File: config.mk
export PLATFORM = sky130hd
export DESIGN_NAME = irq_level_unit
export DESIGN_NICKNAME = d
export VERILOG_FILES = /design/src/rtl/irq_lvl_pkg.sv /design/src/rtl/irq_sync.sv /design/src/rtl/irq_cfg_regs.sv /design/src/rtl/irq_edge_pend.sv /design/src/rtl/irq_ack_sel.sv /design/src/rtl/irq_level_unit.sv
export SDC_FILE = /design/constraint.sdc
export NUM_CORES = 1
export LEC_CHECK = 0
export ABC_AREA = 1
export BUFFER_PORTS_ARGS = -buffer_cell sky130_fd_sc_hd__buf_2
export CORE_MARGIN = 2
export CORE_UTILIZATION = 25
export CTS_CLUSTER_DIAMETER = 100
export CTS_CLUSTER_SIZE = 28
export DETAILED_ROUTE_END_ITERATION = 12
export GPL_TIMING_DRIVEN = 0
export MAX_ROUTING_LAYER = met4
export PLACE_DENSITY = 0.44
export SLEW_MARGIN = 25
export SYNTH_ARGS = -nofsm -noshare
export SYNTH_HDL_FRONTEND = slang
export SYNTH_SLANG_ARGS = --single-unit
export TNS_END_PERCENT = 1
File: constraint.sdc
create_clock -name clk -period 3.5 [get_ports clk]
set_clock_uncertainty 0.2 [all_clocks]
set_input_delay 0.175 -clock clk [delete_from_list [all_inputs] [get_ports clk]]
set_output_delay 0.175 -clock clk [all_outputs]
set_load 0.005 [all_outputs]
File: src/rtl/irq_lvl_pkg.sv
package irq_lvl_pkg;
  localparam int LVL_W = 3;
  typedef logic [LVL_W-1:0] lvl_t;

  typedef struct packed {
    lvl_t       pin_lvl;
    lvl_t       edge_lvl;
    logic [7:0] vec;
  } cfg_t;

  // level byte layout: {0, pin[2:0], 0, edge[2:0]}
  function automatic logic [7:0] pack_lvl_byte(lvl_t p, lvl_t e);
    return {1'b0, p, 1'b0, e};
  endfunction

  function automatic lvl_t gate_lvl(lvl_t l, logic active);
    return active ? l : '0;
  endfunction

  function automatic logic lvl_hit(lvl_t req, lvl_t ack);
    return (ack != '0) && (req == ack);
  endfunction
endpackage

File: src/rtl/irq_sync.sv
module irq_sync #(
  parameter int         W       = 1,
  parameter logic [W-1:0] RST_VAL = '0
) (
  input  logic         clk,
  input  logic         rst_n,
  input  logic [W-1:0] d,
  output logic [W-1:0] q
);
  logic [W-1:0] meta;

  always_ff @(posedge clk or negedge rst_n) begin
    if (!rst_n) begin
      meta <= RST_VAL;
      q    <= RST_VAL;
    end else begin
      meta <= d;
      q    <= meta;
    end
  end
endmodule

File: src/rtl/irq_cfg_regs.sv
module irq_cfg_regs
  import irq_lvl_pkg::*;
#(
  parameter int         NUM_EDGE     = 4,
  parameter lvl_t       RST_PIN_LVL  = 3'd1,
  parameter lvl_t       RST_EDGE_LVL = 3'd0,
  parameter logic [7:0] RST_VEC      = 8'h0F
) (
  input  logic                clk,
  input  logic                rst_n,
  input  logic                wr,
  input  logic                addr,
  input  logic [15:0]         wdata,
  input  logic [NUM_EDGE-1:0] pend,
  output cfg_t                cfg,
  output logic [NUM_EDGE-1:0] en,
  output logic [NUM_EDGE-1:0] clr,
  output logic [15:0]         rdata
);
  localparam int PAD = 8 - NUM_EDGE;

  logic wr_cfg, wr_pend;
  logic [7:0] en8, pend8;

  assign wr_cfg  = wr && !addr;
  assign wr_pend = wr && addr;

  always_ff @(posedge clk or negedge rst_n) begin
    if (!rst_n) begin
      cfg.pin_lvl  <= RST_PIN_LVL;
      cfg.edge_lvl <= RST_EDGE_LVL;
      cfg.vec      <= RST_VEC;
    end else if (wr_cfg) begin
      cfg.pin_lvl  <= wdata[14:12];
      cfg.edge_lvl <= wdata[10:8];
      cfg.vec      <= wdata[7:0];
    end
  end

  always_ff @(posedge clk or negedge rst_n) begin
    if (!rst_n) en <= '0;
    else if (wr_pend) en <= wdata[8 +: NUM_EDGE];
  end

  assign clr = wr_pend ? wdata[NUM_EDGE-1:0] : '0;

  generate
    if (PAD > 0) begin : g_pad
      assign en8   = {{PAD{1'b0}}, en};
      assign pend8 = {{PAD{1'b0}}, pend};
    end else begin : g_full
      assign en8   = en;
      assign pend8 = pend;
    end
  endgenerate

  always_comb begin
    if (!addr) rdata = {pack_lvl_byte(cfg.pin_lvl, cfg.edge_lvl), cfg.vec};
    else       rdata = {en8, pend8};
  end

  // reserved positions never read back as 1
  assert_rsv_zero_R4: assert property (@(posedge clk) disable iff (!rst_n)
    !addr |-> (rdata[15] == 1'b0 && rdata[11] == 1'b0));
endmodule

File: src/rtl/irq_edge_pend.sv
module irq_edge_pend #(
  parameter int NUM_EDGE = 4
) (
  input  logic                clk,
  input  logic                rst_n,
  input  logic [NUM_EDGE-1:0] edge_in,
  input  logic [NUM_EDGE-1:0] en,
  input  logic [NUM_EDGE-1:0] clr,
  output logic [NUM_EDGE-1:0] pend
);
  logic [NUM_EDGE-1:0] sync_q, prev_q, rise, set;

  irq_sync #(.W(NUM_EDGE), .RST_VAL('0)) u_sync (
    .clk(clk), .rst_n(rst_n), .d(edge_in), .q(sync_q)
  );

  always_ff @(posedge clk or negedge rst_n) begin
    if (!rst_n) prev_q <= '0;
    else        prev_q <= sync_q;
  end

  assign rise = sync_q & ~prev_q;
  assign set  = rise & en;

  generate
    for (genvar i = 0; i < NUM_EDGE; i++) begin : g_line
      always_ff @(posedge clk or negedge rst_n) begin
        if (!rst_n)      pend[i] <= 1'b0;
        else if (set[i]) pend[i] <= 1'b1;   // set beats clear
        else if (clr[i]) pend[i] <= 1'b0;
      end
    end
  endgenerate

  // a qualified edge always leaves its flag set
  assert_set_sticks_R5: assert property (@(posedge clk) disable iff (!rst_n)
    (|set) |=> ((pend & $past(set)) == $past(set)));
  // a clear without a competing set empties the flag
  assert_clear_works_R6: assert property (@(posedge clk) disable iff (!rst_n)
    (|(clr & ~set)) |=> ((pend & $past(clr & ~set)) == '0));
  // a flag never rises without a qualified edge
  assert_no_spurious_R5: assert property (@(posedge clk) disable iff (!rst_n)
    ((~pend & ~set) != '0) |=> ((pend & $past(~pend & ~set)) == '0));
endmodule

File: src/rtl/irq_ack_sel.sv
module irq_ack_sel
  import irq_lvl_pkg::*;
(
  input  logic       clk,
  input  logic       rst_n,
  input  logic       iack,
  input  lvl_t       iack_lvl,
  input  lvl_t       pin_req,
  input  lvl_t       edge_req,
  input  logic [7:0] vec,
  output logic       ack_vec_valid,
  output logic [7:0] ack_vec,
  output logic       ack_auto
);
  logic pin_hit, edge_hit;

  assign pin_hit  = iack && lvl_hit(pin_req, iack_lvl);
  assign edge_hit = iack && lvl_hit(edge_req, iack_lvl);

  // edge group loses any tie with the pin
  assign ack_auto      = pin_hit;
  assign ack_vec_valid = edge_hit && !pin_hit;
  assign ack_vec       = ack_vec_valid ? vec : 8'h00;

  // never both answers at once
  assert_ack_excl_R9: assert property (@(posedge clk) disable iff (!rst_n)
    !(ack_vec_valid && ack_auto));
  // vector answer only for the edge group's active level
  assert_vec_level_R8: assert property (@(posedge clk) disable iff (!rst_n)
    ack_vec_valid |-> (edge_req == iack_lvl && edge_req != '0));
endmodule

File: src/rtl/irq_level_unit.sv
module irq_level_unit
  import irq_lvl_pkg::*;
#(
  parameter int NUM_EDGE = 4
) (
  input  logic                clk,
  input  logic                rst_n,
  input  logic                bus_wr,
  input  logic                bus_addr,
  input  logic [15:0]         bus_wdata,
  output logic [15:0]         bus_rdata,
  input  logic                pin_n,
  input  logic [NUM_EDGE-1:0] edge_in,
  output logic                berr_out,
  output logic [2:0]          pin_req_lvl,
  output logic [2:0]          edge_req_lvl,
  input  logic                iack,
  input  logic [2:0]          iack_lvl,
  output logic                ack_vec_valid,
  output logic [7:0]          ack_vec,
  output logic                ack_auto
);
  cfg_t                cfg;
  logic [NUM_EDGE-1:0] en, clr, pend;
  logic                pin_sync_n, pin_low, pin_is_berr, any_pend;

  irq_cfg_regs #(.NUM_EDGE(NUM_EDGE)) u_regs (
    .clk(clk), .rst_n(rst_n), .wr(bus_wr), .addr(bus_addr),
    .wdata(bus_wdata), .pend(pend), .cfg(cfg), .en(en), .clr(clr),
    .rdata(bus_rdata)
  );

  irq_sync #(.W(1), .RST_VAL(1'b1)) u_pin_sync (
    .clk(clk), .rst_n(rst_n), .d(pin_n), .q(pin_sync_n)
  );

  irq_edge_pend #(.NUM_EDGE(NUM_EDGE)) u_edge (
    .clk(clk), .rst_n(rst_n), .edge_in(edge_in), .en(en), .clr(clr),
    .pend(pend)
  );

  assign pin_low     = !pin_sync_n;
  assign pin_is_berr = (cfg.pin_lvl == '0);
  assign any_pend    = |pend;

  assign berr_out     = pin_is_berr && pin_low;
  assign pin_req_lvl  = gate_lvl(cfg.pin_lvl, pin_low);
  assign edge_req_lvl = gate_lvl(cfg.edge_lvl, any_pend);

  irq_ack_sel u_ack (
    .clk(clk), .rst_n(rst_n), .iack(iack), .iack_lvl(iack_lvl),
    .pin_req(pin_req_lvl), .edge_req(edge_req_lvl), .vec(cfg.vec),
    .ack_vec_valid(ack_vec_valid), .ack_vec(ack_vec), .ack_auto(ack_auto)
  );

  // bus error only in bus-error mode
  assert_berr_mode_R3: assert property (@(posedge clk) disable iff (!rst_n)
    berr_out |-> (pin_req_lvl == '0));
  // pin request never differs from the programmed level
  assert_pin_lvl_R2: assert property (@(posedge clk) disable iff (!rst_n)
    (pin_req_lvl != '0) |-> (!berr_out && bus_rdata[14:12] == pin_req_lvl || bus_addr));
  // edge request needs a pending flag
  assert_edge_needs_pend_R7: assert property (@(posedge clk) disable iff (!rst_n)
    (edge_req_lvl != '0) |-> any_pend);
endmodule

==> reports/qor_table.md <==
| Quantity | Value | Unit |
|:---|:---|:---|
| Result of the run | complete, no violations | - |
| Number of pins with negative max-slew slack in the final report | 0 | - |
| Placed cell areas | 1980 | um^2 |
| RSZ-0062 raised after global routing | false | - |
| Die Outline Area | 7010 | um^2 |
| Final Critical Period | 2040 | ps |
| Number of antenna violations at the first check in global routing | 0 | - |
| Gpl congestion | 0.755 | - |
| First drt pass iteration count | 4 | - |
| Fraction of the cycle the final worst path needs | 0.584 | - |
| Number of hold buffers added after cts | 21 | - |
| Register cell area after layout | 910 | um^2 |
| Launch point of the worst reg-to-reg path | u_regs.cfg[11] | - |
| Cells resized by post-CTS repair | 0 | - |
| Fraction of final layout cells sized beyond drive strength 1 | 0.310 | - |
| Worst Hold Depth | 3 | - |
| Signed area change from the synthesized netlist to the final layout | 45.8 | % |
| Wire length of the first global-routing pass | 6.58 | mm |
| Required time of the worst setup path | 3120 | ps |
| Max FO, Critical Path | 9 | - |
| Detailed-route wire length | 3.97 | mm |
| GRT Residual Overflow | 0 | - |
| Residual antenna-violating net count after detailed routing | 0 | - |
| Antenna Diode Count | 0 | - |
| Highest attainable clock frequency | 489 | MHz |
| Number of warnings printed during yosys synthesis | 0 | - |
| Maximum number of buffers from clock root to sink | 2 | - |
| Area of the mapped netlist | 1590 | um^2 |
| Clk_lat worst skew | 280 | ps |
| Vias post-DR | 1447 | - |
| Register-to-register setup slack | 2500 | ps |
| Part of the Yosys area used for sequential elements | 0.572 | - |
| Number of instances in the placed design | 325 | - |
| Number of core rows | 29 | - |
| Launching element type of the critical path | flip-flop | - |
| Setup violations, final | 0 | - |
| R2r endpoint | u_regs.cfg[11] | - |
| Root Buffer Master | clkbuf_8 | - |
| Net count reported at finish | 305 | - |
| Clock tree from TritonCTS | yes | - |
| Fin Hold WS | 59.0 | ps |
| Average vias per placed instance | 4.09 | - |
| Worst supply voltage drop on vdd | 0.215 | mV |
| Worst-case setup margin in the final layout | 1460 | ps |
| Net count after synthesis | 218 | - |
| All-Layer GR Usage | 0.122 | - |
| Final routed DRC violation total | 0 | - |
| Worst r2r path cells | 2 | - |
| Static leakage | 1.26 | nW |
| Initial core utilization | 0.255 | - |
| Clock-pin slew of the registers on the worst-case setup and hold paths | 70 | ps |
| Actual transition at the worst max-transition pin | 796 | ps |
| PD cells | 469 | nW/um^2 |
| CTS buffer count | 5 | - |
| Reported max-cap violation count | 0 | - |
| Pre-CTS setup slack | 1730 | ps |
| Worst min-delay path category | in2reg | - |
| Worst Hold Launch | bus_wr | - |
| Number of H-tree levels | 2 | - |
| Final non-filler cell area | 2320 | um^2 |
| Maximum number of pins on one net before global-route repair | 37 | - |
| Tightest slew margin relative to the limit | 0.469 | - |
| Die width | 83.8 | um |
| Number of standard cells in the layout, taps in and fillers out | 354 | - |
| I/O pin total | 62 | - |
| Sum of negative setup slack | 0 | ps |
| Area of the placeable core | 6240 | um^2 |
| Detailed router's first-iteration violation count | 35 | - |
| Count of buffers inserted at the top-level ports | 59 | - |
| Synthesized area per cell | 8.41 | um^2 |
| Routed len/inst | 11.2 | um |
| Type of the setup path with the least slack | reg2out | - |
| Vias in the first global route | 1378 | - |
| End of the worst hold path | u_regs.en[3] | - |
| Sum of net half-perimeters after detailed placement | 2.89 | mm |
| Routing layer with the top usage in global route | met2 | - |
| Routing usage on met3 | 0.0356 | - |
| Number of distinct library cells after synthesis | 18 | - |
| Vertical extent of the die | 83.8 | um |
| Area of the multi-input gates | 543 | um^2 |
| Number of post-CTS setup repair buffers | 0 | - |
| Yosys reg bits | 36 | - |
| Met2 demand-to-capacity share in global routing | 0.185 | - |
| Setup crit end kind | output port | - |
| Clock sink count | 36 | - |
| Data arrival, critical path | 1670 | ps |
| Number of inserted filler cells in the final layout | 686 | - |
| Instance count of the mapped netlist | 189 | - |
| Number of failing hold endpoints at the final stage | 0 | - |
| GR Layer Usage met1 | 0.159 | - |
==> placed cells by master (no fill, tap or decap), drive strengths merged <==
master,count
a21oi,9
buf,62
bufinv,1
clkbuf,10
conb,1
dfrtp,29
dfstp,7
dlygate4sd3,21
inv,29
mux2,1
nand2,44
nand3,5
nand3b,4
nor2,31
nor4,1
o21ai,22
==> metal layers <==
metal	share of wire	vias to the layer above
met4	0.010	0
li1	-	753
met2	0.44	44
met3	0.053	5
met1	0.49	645
met5	0	-
==> power by group <==
group	leakage (nW)	total [mW]	switching, mW	internal [mW]
registers	0.412	0.497	0.0299	0.467
logic	0.781	0.197	0.106	0.0905
clock network	0.0645	0.393	0.142	0.251
total	1.26	1.09	0.278	0.808
==> sequential cells by signal, summed over array words and instances, names as in the netlist <==
name,count
u_edge.prev_q,4
u_pin_sync.q,1
u_regs.cfg,14
u_pin_sync.meta,1
u_edge.u_sync.q,4
u_regs.en,4
u_edge.u_sync.meta,4
u_edge.pend,4
==> Yosys cell counts, drive strengths merged <==
master	number	area share
a21oi	9	0.028
buf	3	0.011
clkbuf	3	0.0071
conb	1	0.0024
dfrtp	29	0.46
dfstp	7	0.12
inv	29	0.068
mux2	1	0.0071
nand2	44	0.11
nand3	5	0.024
nand3b	4	0.019
nor2	31	0.083
nor4	1	0.0039
o21ai	22	0.069
==> worst max path at each step <==
stage,startpoint,to
finish,u_regs.cfg[11],ack_vec[5]
global route,u_edge.pend[3],ack_vec[7]
CTS,u_regs.cfg[11],ack_vec[2]
detailed placement,u_regs.cfg[11],ack_vec[2]
global placement,u_regs.cfg[11],ack_vec[1]
floorplan,u_regs.cfg[11],ack_vec[0]
==> final cells by class <==
| type | instances | area share |
|---|---|---|
| buffer | 6 | 0.0124 |
| clock buffer | 7 | 0.0416 |
| clock inverter | 1 | 0.0130 |
| inverter | 29 | 0.0470 |
| multi-input combinational | 118 | 0.234 |
| sequential | 36 | 0.392 |
| tap | 77 | 0.0416 |
| timing repair buffer | 80 | 0.218 |
==> kinds of logic (layout without fill, tap and decap cells) <==
logic type	after synthesis	after routing	share of synthesized area
and+or+nand+nor	85	85	0.234
DFF	36	36	0.572
buffers and inverters	35	123	0.0865
AOI/OAI and AO/OA	31	31	0.0976
other	1	1	0.00236
muxes	1	1	0.00708
==> critical path, cell delays in order, from the launching register on <==
cell and delay [ps]:
dfstp_2 530, inv_1 80, nor2_2 100, nand2_1 60, nand2_1 60, nor2_1 40
nand2_1 110, nand3_4 170, nor2_1 120, buf_2 120
==> metrics by stage <==
step	power, mW	utilization
after floorplan	0.600	-
after global placement	0.687	0.318
after detailed placement	0.688	0.318
after CTS	1.10	0.371
after global routing	1.16	0.371
final	1.09	0.371
No activity file was read; power rests on OpenSTA's default activity.
